**src/rtl/irqc_pkg.sv**
```systemverilog
package irqc_pkg;

    localparam int NSRC = 13;
    localparam int DW   = 32;

    typedef logic [4:0] bitpos_t;

    typedef enum logic [2:0] {
        LVL_NONE = 3'd0,
        LVL_LOW  = 3'd3,
        LVL_MID  = 3'd5,
        LVL_HIGH = 3'd6
    } lvl_e;

    typedef struct packed {
        logic [DW-1:0] set;
        logic [DW-1:0] clr;
    } hw_upd_t;

    localparam bitpos_t DMA_CTL_BIT = 5'd26;
    localparam bitpos_t PWR_BIT     = 5'd2;

    // status bit owned by each source index
    function automatic bitpos_t src_bit(input int idx);
        case (idx)
            0:       return 5'd7;
            1:       return 5'd3;
            2:       return 5'd2;
            3:       return 5'd9;
            4:       return 5'd10;
            5:       return 5'd12;
            6:       return 5'd5;
            7:       return 5'd17;
            8:       return 5'd28;
            9:       return 5'd27;
            10:      return 5'd26;
            11:      return 5'd23;
            default: return 5'd21;
        endcase
    endfunction

    // priority group of each source index
    function automatic lvl_e src_grp(input int idx);
        if (idx <= 6)      return LVL_LOW;
        else if (idx == 7) return LVL_MID;
        else               return LVL_HIGH;
    endfunction

    // all status bits that belong to one group
    function automatic logic [DW-1:0] grp_mask(input lvl_e g);
        logic [DW-1:0] m;
        m = '0;
        for (int i = 0; i < NSRC; i++) begin
            if (src_grp(i) == g) m[src_bit(i)] = 1'b1;
        end
        return m;
    endfunction

    localparam logic [DW-1:0] G_LOW  = grp_mask(LVL_LOW);
    localparam logic [DW-1:0] G_MID  = grp_mask(LVL_MID);
    localparam logic [DW-1:0] G_HIGH = grp_mask(LVL_HIGH);

endpackage

```
**src/rtl/irqc_edge.sv**
```systemverilog
module irqc_edge #(
    parameter int N = 13
) (
    input  logic         clk,
    input  logic         rst,
    input  logic [N-1:0] lvl_in,
    output logic [N-1:0] rise,
    output logic [N-1:0] fall
);
    logic [N-1:0] prev_q;

    always_ff @(posedge clk) begin
        if (rst) prev_q <= '0;
        else     prev_q <= lvl_in;
    end

    assign rise = lvl_in & ~prev_q;
    assign fall = ~lvl_in & prev_q;
endmodule

```
**src/rtl/irqc_map.sv**
```systemverilog
module irqc_map
    import irqc_pkg::*;
(
    input  logic [NSRC-1:0] rise,
    input  logic [NSRC-1:0] fall,
    output hw_upd_t         upd
);
    always_comb begin
        upd = '0;
        for (int i = 0; i < NSRC; i++) begin
            if (rise[i]) upd.set[src_bit(i)] = 1'b1;
            if (fall[i]) upd.clr[src_bit(i)] = 1'b1;
        end
    end
endmodule

```
**src/rtl/irqc_regs.sv**
```systemverilog
module irqc_regs
    import irqc_pkg::*;
#(
    parameter int            AW     = 16,
    parameter logic [AW-1:0] ST_OFS = 'h7000,
    parameter logic [AW-1:0] MK_OFS = 'h7800
) (
    input  logic          clk,
    input  logic          rst,
    input  logic          wr,
    input  logic [AW-1:0] addr,
    input  logic [DW-1:0] wdata,
    output logic [DW-1:0] rdata,
    input  hw_upd_t       upd,
    input  logic          dma_stb,
    input  logic          dma_on,
    input  logic          pwr_clr,
    output logic [DW-1:0] status,
    output logic [DW-1:0] mask
);
    logic [DW-1:0] stat_q, mask_q, stat_d, mask_d;
    logic          hit_st, hit_mk;

    assign hit_st = (addr == ST_OFS);
    assign hit_mk = (addr == MK_OFS);

    // update order: software, then source edges, then DMA control, then power clear
    always_comb begin
        stat_d = stat_q;
        if (wr && hit_st) stat_d = wdata;
        stat_d = (stat_d & ~upd.clr) | upd.set;
        if (dma_stb) stat_d[DMA_CTL_BIT] = dma_on;
        if (pwr_clr) stat_d[PWR_BIT] = 1'b0;
    end

    always_comb begin
        mask_d = mask_q;
        if (wr && hit_mk) mask_d = wdata;
    end

    always_ff @(posedge clk) begin
        if (rst) begin
            stat_q <= '0;
            mask_q <= '0;
        end else begin
            stat_q <= stat_d;
            mask_q <= mask_d;
        end
    end

    always_comb begin
        if (hit_st)      rdata = stat_q;
        else if (hit_mk) rdata = mask_q;
        else             rdata = '0;
    end

    assign status = stat_q;
    assign mask   = mask_q;
endmodule

```
**src/rtl/irqc_prio.sv**
```systemverilog
module irqc_prio
    import irqc_pkg::*;
(
    input  logic [DW-1:0] status,
    input  logic [DW-1:0] mask,
    output lvl_e          lvl
);
    localparam int NG = 3;
    localparam logic [NG-1:0][DW-1:0] GM = {G_HIGH, G_MID, G_LOW};

    logic [DW-1:0] pend;
    logic [NG-1:0] hit;

    assign pend = status & mask;

    for (genvar g = 0; g < NG; g++) begin : g_grp
        assign hit[g] = |(pend & GM[g]);
    end

    always_comb begin
        if (hit[2])      lvl = LVL_HIGH;
        else if (hit[1]) lvl = LVL_MID;
        else if (hit[0]) lvl = LVL_LOW;
        else             lvl = LVL_NONE;
    end
endmodule

```
**src/rtl/irq_level_ctrl.sv**
```systemverilog
module irq_level_ctrl
    import irqc_pkg::*;
#(
    parameter int            AW     = 16,
    parameter logic [AW-1:0] ST_OFS = 'h7000,
    parameter logic [AW-1:0] MK_OFS = 'h7800
) (
    input  logic            clk,
    input  logic            rst,
    input  logic [NSRC-1:0] irq_src,
    input  logic            dma_ctl_stb,
    input  logic            dma_ctl_on,
    input  logic            pwr_ack_clr,
    input  logic            reg_wr,
    input  logic [AW-1:0]   reg_addr,
    input  logic [DW-1:0]   reg_wdata,
    output logic [DW-1:0]   reg_rdata,
    output logic [2:0]      ipl
);
    logic [NSRC-1:0] rise, fall;
    hw_upd_t         upd;
    logic [DW-1:0]   stat_w, mask_w;
    lvl_e            lvl;

    irqc_edge #(.N(NSRC)) u_edge (
        .clk    (clk),
        .rst    (rst),
        .lvl_in (irq_src),
        .rise   (rise),
        .fall   (fall)
    );

    irqc_map u_map (
        .rise (rise),
        .fall (fall),
        .upd  (upd)
    );

    irqc_regs #(.AW(AW), .ST_OFS(ST_OFS), .MK_OFS(MK_OFS)) u_regs (
        .clk     (clk),
        .rst     (rst),
        .wr      (reg_wr),
        .addr    (reg_addr),
        .wdata   (reg_wdata),
        .rdata   (reg_rdata),
        .upd     (upd),
        .dma_stb (dma_ctl_stb),
        .dma_on  (dma_ctl_on),
        .pwr_clr (pwr_ack_clr),
        .status  (stat_w),
        .mask    (mask_w)
    );

    irqc_prio u_prio (
        .status (stat_w),
        .mask   (mask_w),
        .lvl    (lvl)
    );

    assign ipl = lvl;
endmodule

```
**config.mk**
```make
export PLATFORM = sky130hd
export DESIGN_NAME = irq_level_ctrl
export DESIGN_NICKNAME = d
export VERILOG_FILES = /design/src/rtl/irqc_pkg.sv /design/src/rtl/irqc_edge.sv /design/src/rtl/irqc_map.sv /design/src/rtl/irqc_regs.sv /design/src/rtl/irqc_prio.sv /design/src/rtl/irq_level_ctrl.sv
export SDC_FILE = /design/constraint.sdc
export NUM_CORES = 1
export LEC_CHECK = 0
export BUFFER_PORTS_ARGS = -buffer_cell sky130_fd_sc_hd__buf_2
export CORE_AREA = 2 2 88 90
export CTS_CLUSTER_DIAMETER = 40
export CTS_CLUSTER_SIZE = 28
export DETAILED_ROUTE_END_ITERATION = 7
export DIE_AREA = 0 0 90 92
export PLACE_DENSITY_LB_ADDON = 0.25
export SETUP_SLACK_MARGIN = 0.02
export SLEW_MARGIN = 0
export SYNTH_ARGS = -nofsm -noshare
export SYNTH_HDL_FRONTEND = slang
export SYNTH_SLANG_ARGS = --single-unit
export TNS_END_PERCENT = 50
```
**constraint.sdc**
```tcl
create_clock -name clk -period 2.2 [get_ports clk]
set_input_delay 0.22 -clock clk [delete_from_list [all_inputs] [get_ports clk]]
set_output_delay 0.22 -clock clk [all_outputs]
set_load 0.01 [all_outputs]
```
==> results.sh, run 1 <==
export IMPL_cp_slowest_cell="or4_4"
export IMPL_gr_total_overflow=0
export IMPL_final_cell_mix="98 x buf_2, 77 x dfxtp_1, 52 x a21oi_1"
export IMPL_global_route_usage_met3=0.04601
export IMPL_crit_path_end_kind="primary output"
export IMPL_dp_hpwl_mm=7.100
export IMPL_antenna_found_initial=0
export IMPL_htree_levels=3
export IMPL_gr_usage_met2=0.4135
export IMPL_core_sq_mm=0.007447
export IMPL_root_buffer="clkbuf_8"
export IMPL_cp_top_family="simple AND/OR/NAND/NOR gates"
export IMPL_gp_congestion=0.7671
export IMPL_avgSynthCellArea_sq_um=8.520
export IMPL_power_density_mw_per_mm2=588.3
export IMPL_path_cells="buf_6, or4_4, or4_4, nor2_4, buf_12, a22o_1, buf_2"
export IMPL_cts_tree="built"
export IMPL_grt_pass1_vias=3589
export IMPL_final_setup_viol_count=32
export IMPL_firstDrtPassIters=6
export IMPL_worst_pin_slew_ps=627.4
export IMPL_p_leak_nw=1.788
export IMPL_slew_headroom=0.5807
export IMPL_routedWlPerCell_microns=17.07
export IMPL_wl_mm=10.89
export IMPL_synthCells=446
export IMPL_area_growth_pct=22.59
export IMPL_cts_buffer_depth=2
export IMPL_final_cells=638
export IMPL_syn_cell_area_sq_mm=0.003800
export IMPL_gr_usage_all_layers=0.2614
export IMPL_required_ps=1980
export IMPL_grt_setup_unrepaired="true"
export IMPL_hold_buffers=0
export IMPL_syn_nets=513
export IMPL_numPortBuffers=101
export IMPL_synth_edf_count=0
export IMPL_synth_async_sr_flop_share=0
export IMPL_numClockSinks=77
export IMPL_period_share=1.045
export IMPL_remaining_drc_errors=0
export IMPL_critPathArrivalTime_ps=2080
export IMPL_cp_start_kind="input pin"
export IMPL_ir_worst_vdd_mv=0.4143
export IMPL_dp_cells=623
export IMPL_final_common_cell="buf_2"
export IMPL_final_nets=600
export IMPL_fin_area_sq_mm=0.004658
export IMPL_dr_first_iter_drc_count=267
export IMPL_slew_violations=0
export IMPL_dieArea_sq_mm=0.008280
export IMPL_synth_cell_types=39
export IMPL_worst_slack_ps=-99.53
export IMPL_cp_common_cell="or4_4"
export IMPL_maxCapViolations=0
export IMPL_clock_latency_ps=350
export IMPL_antenna_cells=0
export IMPL_grt_util_met1=0.3587
export IMPL_fin_crit_ps=2300
export IMPL_numCtsBuffers=9
export IMPL_ys_seq_area_frac=0.4057
export IMPL_die_height_microns=92
export IMPL_ant_nets=0
export IMPL_skew_ps=5.248
export IMPL_vias_per_cell=6.223
export IMPL_ys_flop_type="dfxtp_1"
export IMPL_critPathBufInv=3
export IMPL_clk_pin_slew_worst_paths_ps=80
export IMPL_place_area_sq_mm=0.004427
export IMPL_place_ws_ps=-346.0
export IMPL_violations="negative setup slack"
export IMPL_timing_fmax_mhz=434.9
export IMPL_io_pins=102
export IMPL_ys_ff_latch=77
export IMPL_busiest_layer="met2"
export IMPL_num_vias=3970
export IMPL_grt_start_max_net_pins=96
export IMPL_yosys_warnings=0
export IMPL_path_class="input pin to primary output"
export IMPL_placementRows=32
export IMPL_drive_gt1_frac=0.2743
export IMPL_hp_class="input pin to flip-flop"
export IMPL_fp_dieW_microns=90
export IMPL_grt_first_pass_wirelength_mm=17.66
export IMPL_max_stage_delay_ps=590
export IMPL_finalHoldViolCount=0
export IMPL_status="complete, but fails checks"
export IMPL_crit_fanout=14
export IMPL_initial_core_util=0.5102
-- where the power goes --
| part | internal, mW | switching (mW) | total (mW) |
|---|---|---|---|
| clock network | 0.508 | 0.522 | 1.03 |
| logic | 0.102 | 0.158 | 0.260 |
| registers | 1.43 | 0.0243 | 1.45 |
| total | 2.04 | 0.704 | 2.74 |
-- routing by layer --
metal	vias to the layer above	share of wire
met1	1884	0.44
met5	-	0
met2	179	0.47
li1	1887	-
met3	20	0.072
met4	0	0.017
-- sequential cells by signal, summed over array words and instances (netlist names) --
name	count
u_regs.mask	32
u_edge.prev_q	13
u_regs.status	32
-- metrics by stage --
stage / util / hold WS, ps / TNS [ps] / power, mW
after floorplan: - / 348.2 / 0 / 1.606
after global placement: 0.5944 / 445.2 / -16840 / 1.726
after detailed placement: 0.5944 / 453.4 / -18740 / 1.734
after CTS: 0.6228 / 80.55 / -1365 / 2.742
after global routing: 0.6255 / 95.22 / -3584 / 2.840
final: 0.6255 / 87.78 / -1986 / 2.741
-- kinds of logic after synthesis --
group                  count (synthesis)  share of synthesized area
buffers and inverters                 66                    0.08397
flip-flops                            77                     0.4057
AND/OR/NAND/NOR                      135                     0.2173
AO/OA/AOI/OAI                        168                     0.2931
-- what timing repair did --
action,in CTS,in global routing
setup endpoints to repair,34,32
setup buffers,1,0
resized for setup,6,4
pin swaps,14,8
-- Yosys cell counts, types with 2 or more instances --
| master | number | area, sq um |
|---|---|---|
| a22oi_1 | 2 | 15.01 |
| nor2_1 | 11 | 41.29 |
| a21oi_1 | 52 | 260.3 |
| a22o_1 | 32 | 280.3 |
| a222oi_1 | 2 | 20.02 |
| nor3b_1 | 20 | 150.1 |
| clkinv_1 | 2 | 7.510 |
| a211oi_1 | 2 | 15.01 |
| dfxtp_1 | 77 | 1541 |
| nor4_1 | 2 | 12.51 |
| buf_4 | 3 | 22.52 |
| o31ai_1 | 32 | 240.2 |
| nor2b_1 | 14 | 87.58 |
| or4_1 | 2 | 15.01 |
| o311ai_0 | 10 | 87.58 |
| inv_1 | 14 | 52.55 |
| buf_1 | 2 | 7.510 |
| nor2_4 | 2 | 22.52 |
| and3_1 | 2 | 12.51 |
| o21ai_0 | 31 | 155.2 |
| nand4_1 | 34 | 212.7 |
| nand2_1 | 3 | 11.26 |
| nor3_1 | 3 | 15.01 |
| nand3_1 | 32 | 160.2 |
| buf_6 | 8 | 90.09 |
| clkbuf_1 | 37 | 138.9 |
| nand2b_1 | 3 | 18.77 |
-- path summary, 6_finish.rpt --
kind | from | end | slack [ps] | cells past startpoint
worst max-delay path | reg_addr[1] | reg_rdata[9] | -100 | 7
worst min-delay path | rst | u_edge.prev_q[2] | 90 | 2
worst max register to register | u_edge.prev_q[1] | u_regs.status[3] | 1210 | 4
worst min register to register | u_regs.mask[16] | u_regs.mask[16] | 470 | 2
-- cell type report --
class / instances / area, sq um
timing repair buffer: 126 / 789.5
fill: 678 / 2789
multi-input combinational: 303 / 1962
tap: 102 / 127.6
sequential: 77 / 1541
clock inverter: 5 / 53.80
inverter: 16 / 60.06
clock buffer: 9 / 123.9
(Power assumes the default switching activity.)
==> run 2: changes to the inputs <==
--- a/config.mk
+++ b/config.mk
@@ -12,6 +12,7 @@
 export DETAILED_ROUTE_END_ITERATION = 7
 export DIE_AREA = 0 0 90 92
 export PLACE_DENSITY_LB_ADDON = 0.25
+export REMOVE_ABC_BUFFERS = 1
 export SETUP_SLACK_MARGIN = 0.02
 export SLEW_MARGIN = 0
 export SYNTH_ARGS = -nofsm -noshare
==> results.sh, run 2 (synthesized netlist as in run 1, its figures left out) <==
export IMPL_period_share=1.046
export IMPL_worst_pin_slew_ps=671.2
export IMPL_slew_headroom=0.5525
export IMPL_routedWlPerCell_microns=16.65
export IMPL_vias_per_cell=6.167
export IMPL_hp_class="input pin to flip-flop"
export IMPL_finalHoldViolCount=0
export IMPL_dieArea_sq_mm=0.008280
export IMPL_fin_crit_ps=2302
export IMPL_gr_usage_all_layers=0.2556
export IMPL_place_ws_ps=-312.8
export IMPL_slew_violations=0
export IMPL_final_common_cell="buf_2"
export IMPL_skew_ps=6.010
export IMPL_remaining_drc_errors=0
export IMPL_root_buffer="clkbuf_8"
export IMPL_grt_setup_unrepaired="true"
export IMPL_final_cell_mix="98 x buf_2, 77 x dfxtp_1, 52 x a21oi_1"
export IMPL_numCtsBuffers=9
export IMPL_placementRows=32
export IMPL_maxCapViolations=0
export IMPL_drive_gt1_frac=0.2700
export IMPL_initial_core_util=0.5102
export IMPL_final_nets=601
export IMPL_wl_mm=10.64
export IMPL_crit_fanout=19
export IMPL_dp_cells=625
export IMPL_p_leak_nw=1.795
export IMPL_violations="negative setup slack"
export IMPL_htree_levels=3
export IMPL_antenna_cells=0
export IMPL_final_setup_viol_count=32
export IMPL_firstDrtPassIters=5
export IMPL_reg2reg_to="u_regs.status[2]"
export IMPL_gr_total_overflow=0
export IMPL_die_height_microns=92
export IMPL_ir_worst_vdd_mv=0.3348
export IMPL_dp_hpwl_mm=6.959
export IMPL_cts_tree="built"
export IMPL_hold_slack_ps=97.08
export IMPL_num_vias=3941
export IMPL_worst_r2r_setup_slack_ps=1220
export IMPL_cts_buffer_depth=2
export IMPL_min_to="u_edge.prev_q[2]"
export IMPL_gp_congestion=0.8018
export IMPL_postLayoutCoreUtil=0.6279
export IMPL_core_sq_mm=0.007447
export IMPL_antenna_found_initial=0
export IMPL_area_growth_pct=23.05
export IMPL_clk_pin_slew_worst_paths_ps=70
export IMPL_numPortBuffers=101
export IMPL_ant_nets=0
export IMPL_path_class="input pin to primary output"
export IMPL_min_path_cells=2
export IMPL_crit_path_end_kind="primary output"
export IMPL_grt_first_pass_wirelength_mm=17.41
export IMPL_required_ps=1980
export IMPL_cp_start_kind="input pin"
export IMPL_final_cells=639
export IMPL_status="complete, but fails checks"
export IMPL_io_pins=102
export IMPL_grt_start_max_net_pins=66
export IMPL_fin_area_sq_mm=0.004676
export IMPL_rr_worst_depth=4
export IMPL_hold_buffers=0
export IMPL_grt_pass1_vias=3623
export IMPL_fp_dieW_microns=90
export IMPL_critPathArrivalTime_ps=2080
export IMPL_dr_first_iter_drc_count=289
export IMPL_reg2reg_from="u_edge.prev_q[2]"
export IMPL_timing_fmax_mhz=434.5
export IMPL_worstHoldStart="irq_src[2]"
export IMPL_place_area_sq_mm=0.004442
export IMPL_worst_slack_ps=-101.7
export IMPL_numClockSinks=77
export IMPL_clock_latency_ps=360
export IMPL_power_density_mw_per_mm2=607.8
## run 2: timing repair
item                       in CTS  in global routing
buffers inserted                0                  0
pin swaps                      17                  3
setup endpoints to repair      32                 34
resized for setup               5                  3
## run 2: cell type report
cell class / instances / area (sq um)
tap: 102 / 127.6
multi-input combinational: 303 / 1962
sequential: 77 / 1541
fill: 693 / 2771
inverter: 16 / 60.06
timing repair buffer: 127 / 789.5
clock inverter: 2 / 60.06
clock buffer: 12 / 135.1
## run 2: worst max path at each step
stage | start | end | cells after the start
finish | reg_addr[0] | reg_rdata[25] | 7
global route | reg_addr[0] | reg_rdata[29] | 7
CTS | reg_addr[0] | reg_rdata[23] | 7
detailed placement | reg_addr[9] | reg_rdata[3] | 7
global placement | reg_addr[9] | reg_rdata[29] | 7
floorplan | reg_addr[1] | reg_rdata[0] | 4
## run 2: power by group
part | internal [mW] | switching [mW]
Sequential | 1.43 | 0.0226
Clock | 0.629 | 0.502
Combinational | 0.106 | 0.155
## run 2: critical path, stage by stage
cell    delay, ps
buf_6          90
or4_4         520
or4_4         610
nor2_4        160
buf_12        170
a22o_1        160
buf_2         130
## run 2: routing by layer
| metal | vias up | GRT usage | wire length (microns) |
|---|---|---|---|
| li1 | 1878 | - | - |
| met1 | 1869 | 0.3440 | 4724 |
| met2 | 179 | 0.4104 | 4909 |
| met3 | 15 | 0.04026 | 837 |
| met4 | 0 | 0.1064 | 167 |
| met5 | - | 0 | 0 |
## run 2: per-stage QoR
step | setup TNS, ps | power (mW)
after floorplan | -37660 | 1.556
after global placement | -15900 | 1.728
after detailed placement | -17900 | 1.733
after CTS | -2179 | 2.831
after global routing | -3821 | 2.928
final | -2129 | 2.842
==> run 3: changes to the inputs <==
--- a/config.mk
+++ b/config.mk
@@ -6,11 +6,11 @@
 export NUM_CORES = 1
 export LEC_CHECK = 0
 export BUFFER_PORTS_ARGS = -buffer_cell sky130_fd_sc_hd__buf_2
-export CORE_AREA = 2 2 88 90
+export CORE_AREA = 2 2 87 89
 export CTS_CLUSTER_DIAMETER = 40
 export CTS_CLUSTER_SIZE = 28
 export DETAILED_ROUTE_END_ITERATION = 7
-export DIE_AREA = 0 0 90 92
+export DIE_AREA = 0 0 89 91
 export PLACE_DENSITY_LB_ADDON = 0.25
 export REMOVE_ABC_BUFFERS = 1
 export SETUP_SLACK_MARGIN = 0.02
==> constraint.sdc (replaced) <==
create_clock -name clk -period 2.95 [get_ports clk]
set_input_delay 0.295 -clock clk [delete_from_list [all_inputs] [get_ports clk]]
set_output_delay 0.295 -clock clk [all_outputs]
set_load 0.01 [all_outputs]
==> results.sh, run 3 (synthesized netlist as in run 1, its figures left out) <==
export IMPL_status="complete, no violations"
export IMPL_initial_core_util=0.5324
export IMPL_cp_top_family="simple AND/OR/NAND/NOR gates"
export IMPL_gr_usage_all_layers=0.2681
export IMPL_dieArea_sq_mm=0.008099
export IMPL_cts_tree="built"
export IMPL_firstDrtPassIters=5
export IMPL_reg2reg_to="u_regs.status[17]"
export IMPL_core_sq_mm=0.007137
export IMPL_hp_class="input pin to flip-flop"
export IMPL_max_stage_delay_ps=790
export IMPL_numClockSinks=77
export IMPL_path_cells="buf_2, or4_1, or4_2, nor2_4, buf_4, a22o_1, buf_2"
export IMPL_dp_hpwl_mm=6.908
export IMPL_area_growth_pct=18.24
export IMPL_grt_pass1_vias=3629
export IMPL_drive_gt1_frac=0.2590
export IMPL_fillers=678
export IMPL_dr_first_iter_drc_count=255
export IMPL_final_cells=628
export IMPL_p_leak_nw=1.704
export IMPL_antenna_found_initial=0
export IMPL_power_density_mw_per_mm2=437.3
export IMPL_root_buffer="clkbuf_8"
export IMPL_skew_ps=4.705
export IMPL_clk_pin_slew_worst_paths_ps=80
export IMPL_io_pins=102
export IMPL_final_setup_viol_count=0
export IMPL_antenna_cells=0
export IMPL_final_common_cell="buf_2"
export IMPL_worstHoldStart="irq_src[8]"
export IMPL_cp_common_cell="buf_2"
export IMPL_slew_headroom=0.5329
export IMPL_finalHoldViolCount=0
export IMPL_crit_path_end_kind="primary output"
export IMPL_vias_per_cell=6.209
export IMPL_routedWlPerCell_microns=17.11
export IMPL_remaining_drc_errors=0
export IMPL_final_cell_mix="101 x buf_2, 77 x dfxtp_1, 52 x a21oi_1"
export IMPL_fp_dieW_microns=89
export IMPL_numCtsBuffers=9
export IMPL_worst_pin_slew_ps=700.7
export IMPL_final_nets=591
export IMPL_placementRows=31
export IMPL_maxCapViolations=0
export IMPL_cts_resized_gates=0
export IMPL_die_height_microns=91
export IMPL_critPathArrivalTime_ps=2520
export IMPL_wl_mm=10.75
export IMPL_cts_buffer_depth=2
export IMPL_cp_start_kind="input pin"
export IMPL_gp_congestion=0.7481
export IMPL_gr_total_overflow=0
export IMPL_rr_worst_depth=4
export IMPL_reg2reg_from="u_edge.prev_q[7]"
export IMPL_numPortBuffers=101
export IMPL_htree_levels=3
export IMPL_dp_cells=612
export IMPL_grt_start_max_net_pins=66
export IMPL_clock_latency_ps=360
export IMPL_crit_fanout=11
export IMPL_fin_crit_ps=2817
export IMPL_worst_r2r_setup_slack_ps=1940
export IMPL_ir_worst_vdd_mv=0.2686
export IMPL_num_vias=3899
export IMPL_ant_nets=0
export IMPL_critPathBufInv=3
export IMPL_grt_first_pass_wirelength_mm=17.26
export IMPL_period_share=0.9549
export IMPL_min_path_cells=2
export IMPL_hold_buffers=0
export IMPL_min_to="u_edge.prev_q[8]"
export IMPL_required_ps=2650
export IMPL_cp_slowest_cell="or4_2"
export IMPL_timing_fmax_mhz=355.0
export IMPL_post_cts_setup_buffer_count=0
export IMPL_hold_slack_ps=170.9
export IMPL_path_class="input pin to primary output"
export IMPL_slew_violations=0
export IMPL_grt_setup_unrepaired="false"
==> run 3: changes by cell type in the layout (fill, tap and decap cells not counted), moves of 2 or more <==
cell / change
buf_12: -3
buf_2: +3
buf_4: -5
buf_6: -5
bufinv_16: -2
clkbuf_1: -2
clkinv_2: +2
clkinvlp_4: +4
or4_4: -2
==> run 3: power by group <==
group          total, mW  switching, mW  internal, mW  leakage (nW)
combinational      0.182          0.113        0.0693          1.00
sequential          1.08         0.0164          1.06         0.627
clock              0.702          0.400         0.302        0.0743
total               1.96          0.529          1.44          1.70
==> run 3: cell type report <==
cell class / count / area [sq um] / share of cell area
timing repair buffer: 117 / 650.6 / 0.1448
clock inverter: 6 / 40.04 / 0.008911
sequential: 77 / 1541 / 0.3431
inverter: 16 / 60.06 / 0.01337
clock buffer: 10 / 127.6 / 0.02840
tap: 99 / 123.9 / 0.02757
multi-input combinational: 303 / 1949 / 0.4339
==> run 3: metrics by stage <==
step | cell area (sq um) | setup TNS [ps] | setup WS [ps] | util | total power [mW]
final | 4493 | 0 | 133.1 | 0.6296 | 1.965
after global routing | 4493 | 0 | 54.68 | 0.6296 | 2.049
after CTS | 4493 | 0 | 140.2 | 0.6296 | 1.975
after detailed placement | 4325 | 0 | 140.6 | 0.6061 | 1.285
after global placement | 4325 | 0 | 201.1 | 0.6061 | 1.280
after floorplan | 3541 | -3754 | -117.3 | - | 1.160
==> run 3: worst max path at each step <==
stage / startpoint / to / slack [ps] / cells past startpoint
global placement: reg_addr[1] / reg_rdata[25] / 200 / 7
floorplan: reg_addr[1] / reg_rdata[0] / -120 / 4
CTS: reg_addr[1] / reg_rdata[16] / 140 / 7
detailed placement: reg_addr[1] / reg_rdata[16] / 140 / 7
global route: reg_addr[1] / reg_rdata[16] / 50 / 7
finish: reg_addr[1] / reg_rdata[16] / 130 / 7
==> run 3: per-layer routing <==
layer,share of wire,vias to the layer above,track usage
li1,-,1860,-
met1,0.44,1848,0.3592
met2,0.47,175,0.4266
met3,0.073,16,0.06364
met4,0.012,0,0.07836
met5,0,-,0
